===== config.mk =====
export PLATFORM = sky130hd
export DESIGN_NAME = mod_trap_stage
export DESIGN_NICKNAME = d
export VERILOG_FILES = /design/src/rtl/mod_trap_pkg.sv /design/src/rtl/mod_trap_sync.sv /design/src/rtl/mod_trap_ctrl.sv /design/src/rtl/mod_trap_datapath.sv /design/src/rtl/mod_trap_stage.sv
export SDC_FILE = /design/constraint.sdc
export NUM_CORES = 1
export LEC_CHECK = 0
export BUFFER_PORTS_ARGS = -buffer_cell sky130_fd_sc_hd__buf_2
export CORE_MARGIN = 5
export CORE_UTILIZATION = 30
export CTS_CLUSTER_DIAMETER = 200
export CTS_CLUSTER_SIZE = 24
export DETAILED_ROUTE_END_ITERATION = 10
export GPL_ROUTABILITY_DRIVEN = 0
export GPL_TIMING_DRIVEN = 0
export SYNTH_ARGS = -nofsm -noshare
export SYNTH_HDL_FRONTEND = slang
export SYNTH_SLANG_ARGS = --single-unit

===== constraint.sdc =====
create_clock -name clk -period 1.2 [get_ports clk]
set_clock_uncertainty 0.05 [all_clocks]
set_input_delay 0.24 -clock clk [delete_from_list [all_inputs] [get_ports clk]]
set_output_delay 0.24 -clock clk [all_outputs]
set_load 0.05 [all_outputs]

===== src/rtl/mod_trap_pkg.sv =====
package mod_trap_pkg;
  typedef struct packed {
    logic wrShadow;
    logic loadPat;
    logic loadHall;
    logic trapForce;
  } stageStrobes_t;
endpackage


===== src/rtl/mod_trap_sync.sv =====
module mod_trap_sync #(
  parameter int STAGES = 2
) (
  input  logic clk,
  input  logic rstN,
  input  logic din,
  output logic dout
);
  logic [STAGES-1:0] q;

  generate
    if (STAGES == 1) begin : g_one
      always_ff @(posedge clk or negedge rstN)
        if (!rstN) q <= '1;
        else       q <= din;
    end else begin : g_many
      always_ff @(posedge clk or negedge rstN)
        if (!rstN) q <= '1;
        else       q <= {q[STAGES-2:0], din};
    end
  endgenerate

  assign dout = q[STAGES-1];
endmodule


===== src/rtl/mod_trap_ctrl.sv =====
module mod_trap_ctrl
  import mod_trap_pkg::*;
#(
  parameter int SYNC_STAGES = 2
) (
  input  logic          clk,
  input  logic          rstN,
  input  logic          swTrapMode,
  input  logic          swTrapSet,
  input  logic          swTrapClr,
  input  logic          trapPinN,
  input  logic [1:0]    trapRelSel,
  input  logic          mainMatch,
  input  logic          auxMatch,
  input  logic          shadowWr,
  input  logic          patXferReq,
  input  logic          hallXferReq,
  input  logic          syncStrobe,
  output stageStrobes_t strb,
  output logic          reminder,
  output logic          trapFlag,
  output logic          trapActive
);
  logic pinSyncN;
  logic relEvt, flagNext, activeNext, loadPat;

  mod_trap_sync #(.STAGES(SYNC_STAGES)) u_sync (
    .clk (clk),
    .rstN(rstN),
    .din (trapPinN),
    .dout(pinSyncN)
  );

  always_comb begin
    relEvt     = trapRelSel[1] | (trapRelSel[0] ? auxMatch : mainMatch);
    flagNext   = swTrapMode ? ((trapFlag | swTrapSet) & ~swTrapClr) : ~pinSyncN;
    activeNext = flagNext | (trapActive & ~relEvt);
    loadPat    = syncStrobe & (reminder | patXferReq);
  end

  always_ff @(posedge clk or negedge rstN) begin
    if (!rstN) begin
      reminder   <= 1'b0;
      trapFlag   <= 1'b0;
      trapActive <= 1'b0;
    end else begin
      trapFlag   <= flagNext;
      trapActive <= activeNext;
      if (loadPat)         reminder <= 1'b0;
      else if (patXferReq) reminder <= 1'b1;
    end
  end

  always_comb begin
    strb.wrShadow  = shadowWr;
    strb.loadPat   = loadPat;
    strb.loadHall  = hallXferReq;
    strb.trapForce = trapActive;
  end


  reminder_set_chk: assert property (@(posedge clk) disable iff (!rstN)
    patXferReq && !syncStrobe |=> reminder);

  reminder_clear_chk: assert property (@(posedge clk) disable iff (!rstN)
    reminder && syncStrobe |=> !reminder);

  flag_implies_active_chk: assert property (@(posedge clk) disable iff (!rstN)
    trapFlag |-> trapActive);

  trap_hold_chk: assert property (@(posedge clk) disable iff (!rstN)
    trapActive && !relEvt |=> trapActive);
endmodule


===== src/rtl/mod_trap_datapath.sv =====
module mod_trap_datapath
  import mod_trap_pkg::*;
#(
  parameter int NUM_PHASES = 3,
  parameter int HALL_W     = 3,
  localparam int OUT_W     = 2 * NUM_PHASES,
  localparam int PSL_W     = OUT_W + 1
) (
  input  logic                clk,
  input  logic                rstN,
  input  stageStrobes_t       strb,
  input  logic [NUM_PHASES-1:0] mainCmp,
  input  logic                auxCmp,
  input  logic                auxInvert,
  input  logic [OUT_W-1:0]    mainModEn,
  input  logic [OUT_W-1:0]    auxModEn,
  input  logic                mcmEn,
  input  logic                auxOutEn,
  input  logic [PSL_W-1:0]    passiveLvl,
  input  logic [OUT_W-1:0]    trapEnMain,
  input  logic                trapEnAux,
  input  logic [OUT_W-1:0]    shadowPat,
  input  logic [HALL_W-1:0]   shadowExp,
  input  logic [HALL_W-1:0]   shadowCur,
  output logic [OUT_W-1:0]    outMain,
  output logic                outAux,
  output logic [OUT_W-1:0]    mcPattern,
  output logic [HALL_W-1:0]   hallExp,
  output logic [HALL_W-1:0]   hallCur
);
  logic [OUT_W-1:0]  shPat;
  logic [HALL_W-1:0] shExp, shCur;
  logic [OUT_W-1:0]  mainSig, outActive;
  logic              auxSig, auxActive;

  always_ff @(posedge clk or negedge rstN) begin
    if (!rstN) begin
      shPat     <= '0;
      shExp     <= '0;
      shCur     <= '0;
      mcPattern <= '0;
      hallExp   <= '0;
      hallCur   <= '0;
    end else begin
      if (strb.wrShadow) begin
        shPat <= shadowPat;
        shExp <= shadowExp;
        shCur <= shadowCur;
      end
      if (strb.loadPat) mcPattern <= shPat;
      if (strb.loadHall) begin
        hallExp <= shExp;
        hallCur <= shCur;
      end
    end
  end

  assign auxSig = auxCmp ^ auxInvert;

  generate
    for (genvar ph = 0; ph < NUM_PHASES; ph++) begin : g_phase
      assign mainSig[2*ph]   = mainCmp[ph];
      assign mainSig[2*ph+1] = ~mainCmp[ph];
    end
    for (genvar i = 0; i < OUT_W; i++) begin : g_out
      logic anyEn, mainOk, auxOk, patOk, forced;
      always_comb begin
        anyEn        = mainModEn[i] | auxModEn[i];
        mainOk       = ~mainModEn[i] | mainSig[i];
        auxOk        = ~auxModEn[i] | auxSig;
        patOk        = ~mcmEn | mcPattern[i];
        outActive[i] = anyEn & mainOk & auxOk & patOk;
        forced       = strb.trapForce & trapEnMain[i];
        outMain[i]   = forced ? passiveLvl[i] : (outActive[i] ^ passiveLvl[i]);
      end
    end
  endgenerate

  always_comb begin
    auxActive = auxOutEn & auxCmp;
    outAux    = (strb.trapForce & trapEnAux) ? passiveLvl[OUT_W]
                                             : (auxActive ^ passiveLvl[OUT_W]);
  end


  trap_passive_chk: assert property (@(posedge clk) disable iff (!rstN)
    strb.trapForce |-> (((outMain ^ passiveLvl[OUT_W-1:0]) & trapEnMain) == '0));

  pattern_load_chk: assert property (@(posedge clk) disable iff (!rstN)
    strb.loadPat |=> mcPattern == $past(shPat));

  hall_load_chk: assert property (@(posedge clk) disable iff (!rstN)
    strb.loadHall |=> (hallExp == $past(shExp)) && (hallCur == $past(shCur)));

  shadow_isolated_chk: assert property (@(posedge clk) disable iff (!rstN)
    strb.wrShadow && !strb.loadPat |=> $stable(mcPattern));
endmodule


===== src/rtl/mod_trap_stage.sv =====
module mod_trap_stage
  import mod_trap_pkg::*;
#(
  parameter int NUM_PHASES  = 3,
  parameter int HALL_W      = 3,
  parameter int SYNC_STAGES = 2,
  localparam int OUT_W      = 2 * NUM_PHASES,
  localparam int PSL_W      = OUT_W + 1
) (
  input  logic                  clk,
  input  logic                  rstN,
  input  logic [NUM_PHASES-1:0] mainCmp,
  input  logic                  auxCmp,
  input  logic                  auxInvert,
  input  logic [OUT_W-1:0]      mainModEn,
  input  logic [OUT_W-1:0]      auxModEn,
  input  logic                  mcmEn,
  input  logic                  auxOutEn,
  input  logic [PSL_W-1:0]      passiveLvl,
  input  logic [OUT_W-1:0]      trapEnMain,
  input  logic                  trapEnAux,
  input  logic                  swTrapMode,
  input  logic                  swTrapSet,
  input  logic                  swTrapClr,
  input  logic                  trapPinN,
  input  logic [1:0]            trapRelSel,
  input  logic                  mainMatch,
  input  logic                  auxMatch,
  input  logic                  shadowWr,
  input  logic [OUT_W-1:0]      shadowPat,
  input  logic [HALL_W-1:0]     shadowExp,
  input  logic [HALL_W-1:0]     shadowCur,
  input  logic                  patXferReq,
  input  logic                  hallXferReq,
  input  logic                  syncStrobe,
  output logic [OUT_W-1:0]      outMain,
  output logic                  outAux,
  output logic [OUT_W-1:0]      mcPattern,
  output logic                  reminder,
  output logic [HALL_W-1:0]     hallExp,
  output logic [HALL_W-1:0]     hallCur,
  output logic                  trapFlag,
  output logic                  trapActive
);
  stageStrobes_t strb;

  mod_trap_ctrl #(.SYNC_STAGES(SYNC_STAGES)) u_ctrl (
    .clk        (clk),
    .rstN       (rstN),
    .swTrapMode (swTrapMode),
    .swTrapSet  (swTrapSet),
    .swTrapClr  (swTrapClr),
    .trapPinN   (trapPinN),
    .trapRelSel (trapRelSel),
    .mainMatch  (mainMatch),
    .auxMatch   (auxMatch),
    .shadowWr   (shadowWr),
    .patXferReq (patXferReq),
    .hallXferReq(hallXferReq),
    .syncStrobe (syncStrobe),
    .strb       (strb),
    .reminder   (reminder),
    .trapFlag   (trapFlag),
    .trapActive (trapActive)
  );

  mod_trap_datapath #(.NUM_PHASES(NUM_PHASES), .HALL_W(HALL_W)) u_dp (
    .clk       (clk),
    .rstN      (rstN),
    .strb      (strb),
    .mainCmp   (mainCmp),
    .auxCmp    (auxCmp),
    .auxInvert (auxInvert),
    .mainModEn (mainModEn),
    .auxModEn  (auxModEn),
    .mcmEn     (mcmEn),
    .auxOutEn  (auxOutEn),
    .passiveLvl(passiveLvl),
    .trapEnMain(trapEnMain),
    .trapEnAux (trapEnAux),
    .shadowPat (shadowPat),
    .shadowExp (shadowExp),
    .shadowCur (shadowCur),
    .outMain   (outMain),
    .outAux    (outAux),
    .mcPattern (mcPattern),
    .hallExp   (hallExp),
    .hallCur   (hallCur)
  );


  reset_clear_chk: assert property (@(posedge clk) disable iff (!rstN)
    $rose(rstN) |-> (mcPattern == '0) && !reminder && !trapActive);
endmodule


==> run metrics, run 1 <==
crit-path max cell delay ~0.40 ns; clock-pin slew on the worst setup and hold paths around 0.060 ns; WP data arrival 1.63 ns; first-pass GRT wire length 5980 µm; clock power share 23.3%; crit path max-delay cell type dfrtp_2; Leakage 1.07 nW; die area 0.00597 mm²; syn_nets 163; most frequent cell on the critical path buf_6; placed instance area 0.00202 mm²; multi-input logic area 803 µm²; Critical Path RT 0.91 ns; max_cap viols 0; P_int 2.05 mW; Seq pwr share 37.6%; met1 usage between 10% and 20%; H-tree levels 2; hpwl dp 2830 µm; layout cell share with drive strength beyond 1 between 70% and 80%; drt first pass iters 4; area of the core 0.00438 mm²; antenna-violating nets left 0; drt total wl 3510 µm; register area share after synthesis 53.7%; Ys Warns 0; GR Util met2 a little over a fifth; die width 77.2 µm; CP bufs+invs 2; P_sw 1.15 mW; Vias 1154; worst IR drop on VDD 0.863 mV; Mapped Cells around 100; CP top delay family compound AO/OA/AOI/OAI gates; mapped cell area 0.00136 mm²; vias per cell 4.67; mean post-synth cell area 13.0 µm²; slack of the critical path -0.718 ns; unrepaired setup endpoints after global routing yes; R2R Setup Slk 0 ns; Residual DRC 0; worst-path fanout max 6; Die Span Y between 70 and 80 µm; ANT cells 0; Most Crowded Layer GR met2; critical path, cell by cell buf_6 > a221o_1 > a21oi_4 > xor2_4 > buf_6; Max Buffers Root-to-Sink 2; WL/cell 14.2 µm; Worst setup EP type output pin; Final period util 160%; final setup violation count 7; pins over their slew limit 0; number of global-route vias before repair 1304; clock root buffer clkbuf_8; Initial Utilization 30.9%; All-Layer GR Usage 12.1%; M3 GR Usage 5.04%; number of DRC markers in iteration 0 27; Unique masters post-synth 23; Highest Clock Rate 521 MHz; status finished, violations left; PortBufs 79; # fillers 382; GRT overflow 0; IO Pins 81; hold slack 0.0180 ns; Slew @ Worst Pin 0.625 ns; share of total power in combinational logic around two fifths; min Tclk post-route between 1.5 and 2 ns; clock tree from TritonCTS done; TritonCTS buffer count 5; P&R area growth vs syn 66.5%; site row count 24; Placed Cells incl. Taps ~240; pre-CTS setup slack -0.545 ns; largest net degree at the start of global routing 30; worst skew pair latency ~0.27 ns; CP Class register to output pin; power density cells 1420 mW/mm²; antenna violations before repair 0; Seq. cell area about 740 µm²; Finished Layout Cells 247; #FFs+latches synth 29; clk sinks 29; crit start category register; HP Class input pin to register; failing checks setup timing; Total Nets Final ~250; Final Hold Violating Endpoints 0; slew margin rel. 58.3%; Net Sw Frac 36.0%; post-route cell area 0.00226 mm²
synth_stat cells:
master	instances	area (µm²)
mux2i_1	5	50.1
nand3_1	4	20.0
clkinv_1	3	11.3
inv_1	4	15.0
xor2_1	3	26.3
o21bai_1	1	7.51
a21oi_1	3	15.0
a221o_1	3	30.0
xnor2_4	1	27.5
buf_2	1	5.00
dfstp_2	2	52.6
xnor2_1	4	35.0
a31o_2	1	8.76
nand2_1	4	15.0
a22oi_1	3	22.5
nor2_1	5	18.8
a21oi_2	3	26.3
o21ai_2	1	8.76
dfrtp_1	27	676
mux2_1	6	67.6
buf_6	1	11.3
clkbuf_1	1	3.75
mux2_2	18	203
final cells by class:
cell class                      count  share of cell area (%)
Clock buffer                        6                    3.21
Buffer                              3                   0.886
Timing Repair Buffer               83                    23.1
Multi-Input combinational cell     65                    35.6
Inverter                            7                    1.16
Clock inverter                      2                   0.443
Tap cell                           52                    2.88
Sequential cell                    29                    32.7
logic make-up (layout without fill, tap and decap cells):
kind of cell	after synthesis	count (layout)	synth area share, %
compound gates	15	15	8.76
xor+xnor	8	8	6.55
simple gates	13	13	3.97
mux	29	29	23.6
flops	29	29	53.7
buf+inv	10	101	3.41
path summary, 6_finish.rpt:
kind | startpoint | endpoint | cells after the start
worst min register to register | u_ctrl.u_sync.q[0] | u_ctrl.u_sync.q[1] | 0
worst min-delay path | trapPinN | u_ctrl.u_sync.q[0] | 1
worst max-delay path | u_ctrl.trapActive | outMain[0] | 5
worst max register to register | u_ctrl.reminder | u_dp.mcPattern[3] | 2
max in group asynchronous | rstN | u_dp.mcPattern[1] | 2
min in group asynchronous | rstN | u_dp.hallExp[0] | 2
worst register-to-register path: stages, from the launching register on:
cell and delay (ns):
dfrtp_2 0.43, o21ai_4 0.28, mux2_4 0.33
sequential cells by signal, indices dropped and copies added (netlist names):
signal and flops:
u_ctrl.u_sync.q 2, u_ctrl.trapFlag 1, u_dp.hallCur 3, u_ctrl.reminder 1, u_dp.hallExp 3, u_dp.mcPattern 6
u_dp.shCur 3, u_dp.shPat 6, u_ctrl.trapActive 1, u_dp.shExp 3
metrics by stage:
stage	setup TNS (ns)	power [mW]	util, %
finish	-4.54	3.20	51.5
global route	-5.17	3.36	51.5
CTS	-4.77	3.21	50.8
detailed placement	-3.49	2.33	46.0
global placement	-3.26	2.29	46.0
floorplan	-4.08	2.00	-
repair_timing:
item | 4_1_cts | 5_1_grt
gates resized for setup | 28 | 10
setup buffers | 3 | 0
endpoints found under the hold margin | 27 | 0
setup endpoints to repair | 16 | 24
hold buffers | 1 | 0
pin swaps | 13 | 7
cloned | 0 | 0
power by group through the flow:
| stage | Combinational (mW) | Sequential (mW) | Clock, mW |
|---|---|---|---|
| after floorplan | 0.519 | 1.48 | 0 |
| after global placement | 1.09 | 1.21 | 0 |
| after detailed placement | 1.12 | 1.21 | 0 |
| after CTS | 1.23 | 1.20 | 0.773 |
| after global routing | 1.32 | 1.22 | 0.817 |
| final | 1.25 | 1.20 | 0.743 |
placed cells by master, fill, tap and decap left out:
master / netlist / final
a21oi_1: 3 / 3
a21oi_4: 0 / 3
a221o_1: 3 / 3
a22oi_2: 0 / 3
a31o_2: 1 / 1
buf_2: 1 / 62
buf_4: 0 / 4
buf_6: 1 / 14
clkbuf_1: 1 / 2
clkbuf_4: 0 / 4
clkbuf_8: 0 / 5
clkinv_1: 3 / 3
clkinv_2: 0 / 2
dfrtp_1: 27 / 18
dfrtp_2: 0 / 9
dfstp_2: 2 / 2
dlygate4sd3_1: 0 / 1
inv_1: 4 / 4
mux2_2: 18 / 18
mux2_4: 0 / 6
mux2i_1: 5 / 5
nand2_1: 4 / 3
nand2_2: 0 / 1
nand3_2: 0 / 4
nor2_1: 5 / 5
o21ai_4: 0 / 1
o21bai_1: 1 / 1
xnor2_4: 1 / 5
xor2_4: 0 / 3
layer usage:
layer | up-vias | part of all wire (%)
met4 | 0 | 0.57
met3 | 3 | 13
met5 | - | 0
met2 | 70 | 50
li1 | 541 | -
met1 | 540 | 36
Power figures use the tool's default switching activity.
==> run 2, diff against run 1 <==
--- a/config.mk
+++ b/config.mk
@@ -15,4 +15,5 @@
 export GPL_TIMING_DRIVEN = 0
 export SYNTH_ARGS = -nofsm -noshare
 export SYNTH_HDL_FRONTEND = slang
+export SYNTH_HIERARCHICAL = 1
 export SYNTH_SLANG_ARGS = --single-unit
==> run metrics, run 2 <==
status finished, violations left (unchanged); failing checks setup timing (unchanged); CP top delay family compound AO/OA/AOI/OAI gates (unchanged); Total Nets Final 262 (was 253); Crit. Startpoint u_ctrl/trapActive (was u_ctrl.trapActive); syn_nets 174 (was 163); TritonCTS buffer count 5 (unchanged); max_cap viols 0 (unchanged); dominant cells by area after synthesis dfrtp_1, mux2_2, dfstp_2, a221o_1, mux2i_1 (was dfrtp_1, mux2_2, mux2_1, dfstp_2, mux2i_1); Highest Clock Rate 514 MHz (was 521 MHz); Final period util 162% (was 160%); Post-synth top cells dfrtp_1, mux2_2, nand2_1 (was dfrtp_1, mux2_2, mux2_1, mux2i_1, nor2_1); die area 0.00593 mm² (was 0.00597 mm²); number of global-route vias before repair 1365 (was 1304); CP Class register to output pin (unchanged); All-Layer GR Usage 12.7% (was 12.1%); clock root buffer clkbuf_8 (unchanged); number of DRC markers in iteration 0 28 (was 27); crit-path max cell delay 0.41 ns (was 0.40 ns); commonest cells after routing, fill and taps aside buf_2, mux2_2, dfrtp_1 (unchanged); WP data arrival 1.66 ns (was 1.63 ns); Leakage 1.07 nW (about the same); Worst setup EP type output pin (unchanged); commonest non-fill, non-tap cell in the layout buf_2 (unchanged); clk sinks 29 (unchanged); Final Hold Violating Endpoints 0 (unchanged); #FFs+latches synth 29 (unchanged); most frequent cell on the critical path buf_6 (unchanged); largest net degree at the start of global routing 30 (unchanged); Ys Warns 6 (was 0); worst r2r src u_ctrl/trapFlag (was u_ctrl.reminder); die width 77.0 µm (was 77.2 µm); first-pass GRT wire length 6040 µm (was 5980 µm); drt total wl 3610 µm (was 3510 µm); unrepaired setup endpoints after global routing yes (unchanged); clock-pin slew on the worst setup and hold paths 0.06 ns (about the same); Die Span Y 77.0 µm (was 77.2 µm); critical path, cell by cell buf_6 > a221o_1 > a21oi_4 > xor2_4 > buf_6 (unchanged); H-tree levels 2 (unchanged); min-delay src syncStrobe (was trapPinN); hpwl dp 2870 µm (was 2830 µm); share of total power in combinational logic 36.3% (was 39.2%); Mapped Cells 115 (was 104); most common cell in the netlist dfrtp_1 (unchanged); area of the core 0.00435 mm² (was 0.00438 mm²); worst skew pair latency 0.27 ns (about the same); P&R area growth vs syn 67.1% (was 66.5%); antenna violations before repair 0 (unchanged); final setup violation count 7 (unchanged); HP Class input pin to register (unchanged); GRT overflow 0 (unchanged); Net Sw Frac 34.5% (was 36.0%); slew margin rel. 60.4% (was 58.3%); mean post-synth cell area 11.7 µm² (was 13.0 µm²); Residual DRC 0 (unchanged); share of the synthesized area in the top cell type 50.1% (was 49.8%); crit start category register (unchanged); vias per cell 4.68 (was 4.67); Seq pwr share 36.7% (was 37.6%); Critical Path RT 0.91 ns (about the same); register area share after synthesis 54.0% (was 53.7%); P_int 2.08 mW (was 2.05 mW); PortBufs 78 (was 79); Tot Pwr 3.17 mW (was 3.20 mW); power density cells 1410 mW/mm² (was 1420 mW/mm²); clock tree from TritonCTS done (unchanged); pre-CTS setup slack -0.711 ns (was -0.545 ns); Max Buffers Root-to-Sink 2 (unchanged); ys flop type dfrtp_1 (unchanged); crit path max-delay cell type dfrtp_2 (unchanged); drt first pass iters 4 (unchanged); ys async rst share 100% (unchanged); ANT cells 0 (unchanged); Slew @ Worst Pin 0.591 ns (was 0.625 ns); pins over their slew limit 0 (unchanged); Largest regs u_dp/mcPattern: 6 flops, u_dp/shPat: 6 flops (was u_dp.mcPattern: 6 flops, u_dp.shPat: 6 flops); antenna-violating nets left 0 (unchanged); layout cell share with drive strength beyond 1 70.6% (was 75.4%); IO Pins 81 (unchanged); slack of the critical path -0.746 ns (was -0.718 ns); WL/cell 14.1 µm (was 14.2 µm); EDFF count, synth 0 (unchanged); site row count 24 (unchanged); worst IR drop on VDD 0.770 mV (was 0.863 mV); CP bufs+invs 2 (unchanged); mapped cell area 0.00135 mm² (was 0.00136 mm²); worst-path fanout max 5 (was 6); Vias 1197 (was 1154); clock power share 27.0% (was 23.3%); min Tclk post-route 1.95 ns (was 1.92 ns); Initial Utilization 30.9% (about the same); P_sw 1.09 mW (was 1.15 mW); leading area contributor after synthesis dfrtp_1 (unchanged); Unique masters post-synth 21 (was 23)
[run 2: changes by cell type after synthesis, moves of 3 or more]
cell      change
o21ai_0       +6
mux2_1        -6
buf_4         +4
a21oi_2       -3
a21oi_1       +3
nand2_1       +6
clkinv_1      -3
[run 2: area by class of cell]
| class | count | area [µm²] |
|---|---|---|
| buffer | 6 | 42.5 |
| clock buffer | 7 | 96.3 |
| clock inverter | 1 | 5.00 |
| fill | 385 | 2100 |
| inverter | 6 | 22.5 |
| multi-input combinational | 73 | 774 |
| sequential | 29 | 739 |
| tap | 52 | 65.1 |
| timing repair buffer | 82 | 507 |
[run 2: per-stage QoR]
step / cell area [µm²] / setup TNS, ns / cells / utilization [%] / hold WS, ns
after floorplan: 1550 / -3.68 / 115 / - / -0.106
after global placement: 2000 / -3.73 / 245 / 45.9 / 0.230
after detailed placement: 2000 / -4.00 / 245 / 45.9 / 0.251
after CTS: 2240 / -4.90 / 257 / 51.5 / 0.0535
after global routing: 2250 / -5.16 / 256 / 51.7 / 0.0766
final: 2250 / -4.64 / 256 / 51.7 / 0.0694
[run 2: repair_timing]
action	in CTS	in global routing
setup buffers	2	0
endpoints found under the hold margin	28	0
gates resized for setup	30	13
hold buffers	2	0
endpoints found under the setup margin	15	28
pin swaps	8	5
[run 2: worst paths after layout]
check	cells after the start	slack, ns	end
min in group asynchronous	2	0.40	u_dp/hallExp[1]
max in group asynchronous	2	0.37	u_ctrl/u_sync/q[1]
hold reg to reg	0	0.31	u_ctrl/u_sync/q[1]
setup / recovery	5	-0.75	outMain[0]
setup reg to reg	2	0.13	u_ctrl/trapActive
hold / removal	2	0.07	u_ctrl/reminder
[run 2: routing by layer]
metal  GRT usage [%]  routed length [µm]  part of all wire (%)
met5               0                   0                     0
met4            4.81                  51                   1.4
met3            6.91                 500                    14
met2            20.9                1720                    48
met1            13.6                1340                    37
[run 2: logic make-up (layout without fill, tap and decap cells)]
kind of cell	count (synthesis)	after routing	share of synthesized area (%)
flip-flops	29	29	54.0
multiplexers	22	22	18.0
AND/OR/NAND/NOR	22	22	6.87
AO/OA/AOI/OAI	21	21	10.5
buffers and inverters	13	102	4.83
XOR/XNOR	8	8	5.76
[run 2: power groups by stage]
stage | clock [mW] | sequential [mW] | combinational (mW)
6_report | 0.858 | 1.16 | 1.15
5_1_grt | 0.950 | 1.18 | 1.22
4_1_cts | 0.909 | 1.16 | 1.15
3_5_place_dp | 0 | 1.18 | 1.03
3_3_place_gp | 0 | 1.17 | 1.01
2_1_floorplan | 0 | 1.43 | 0.478
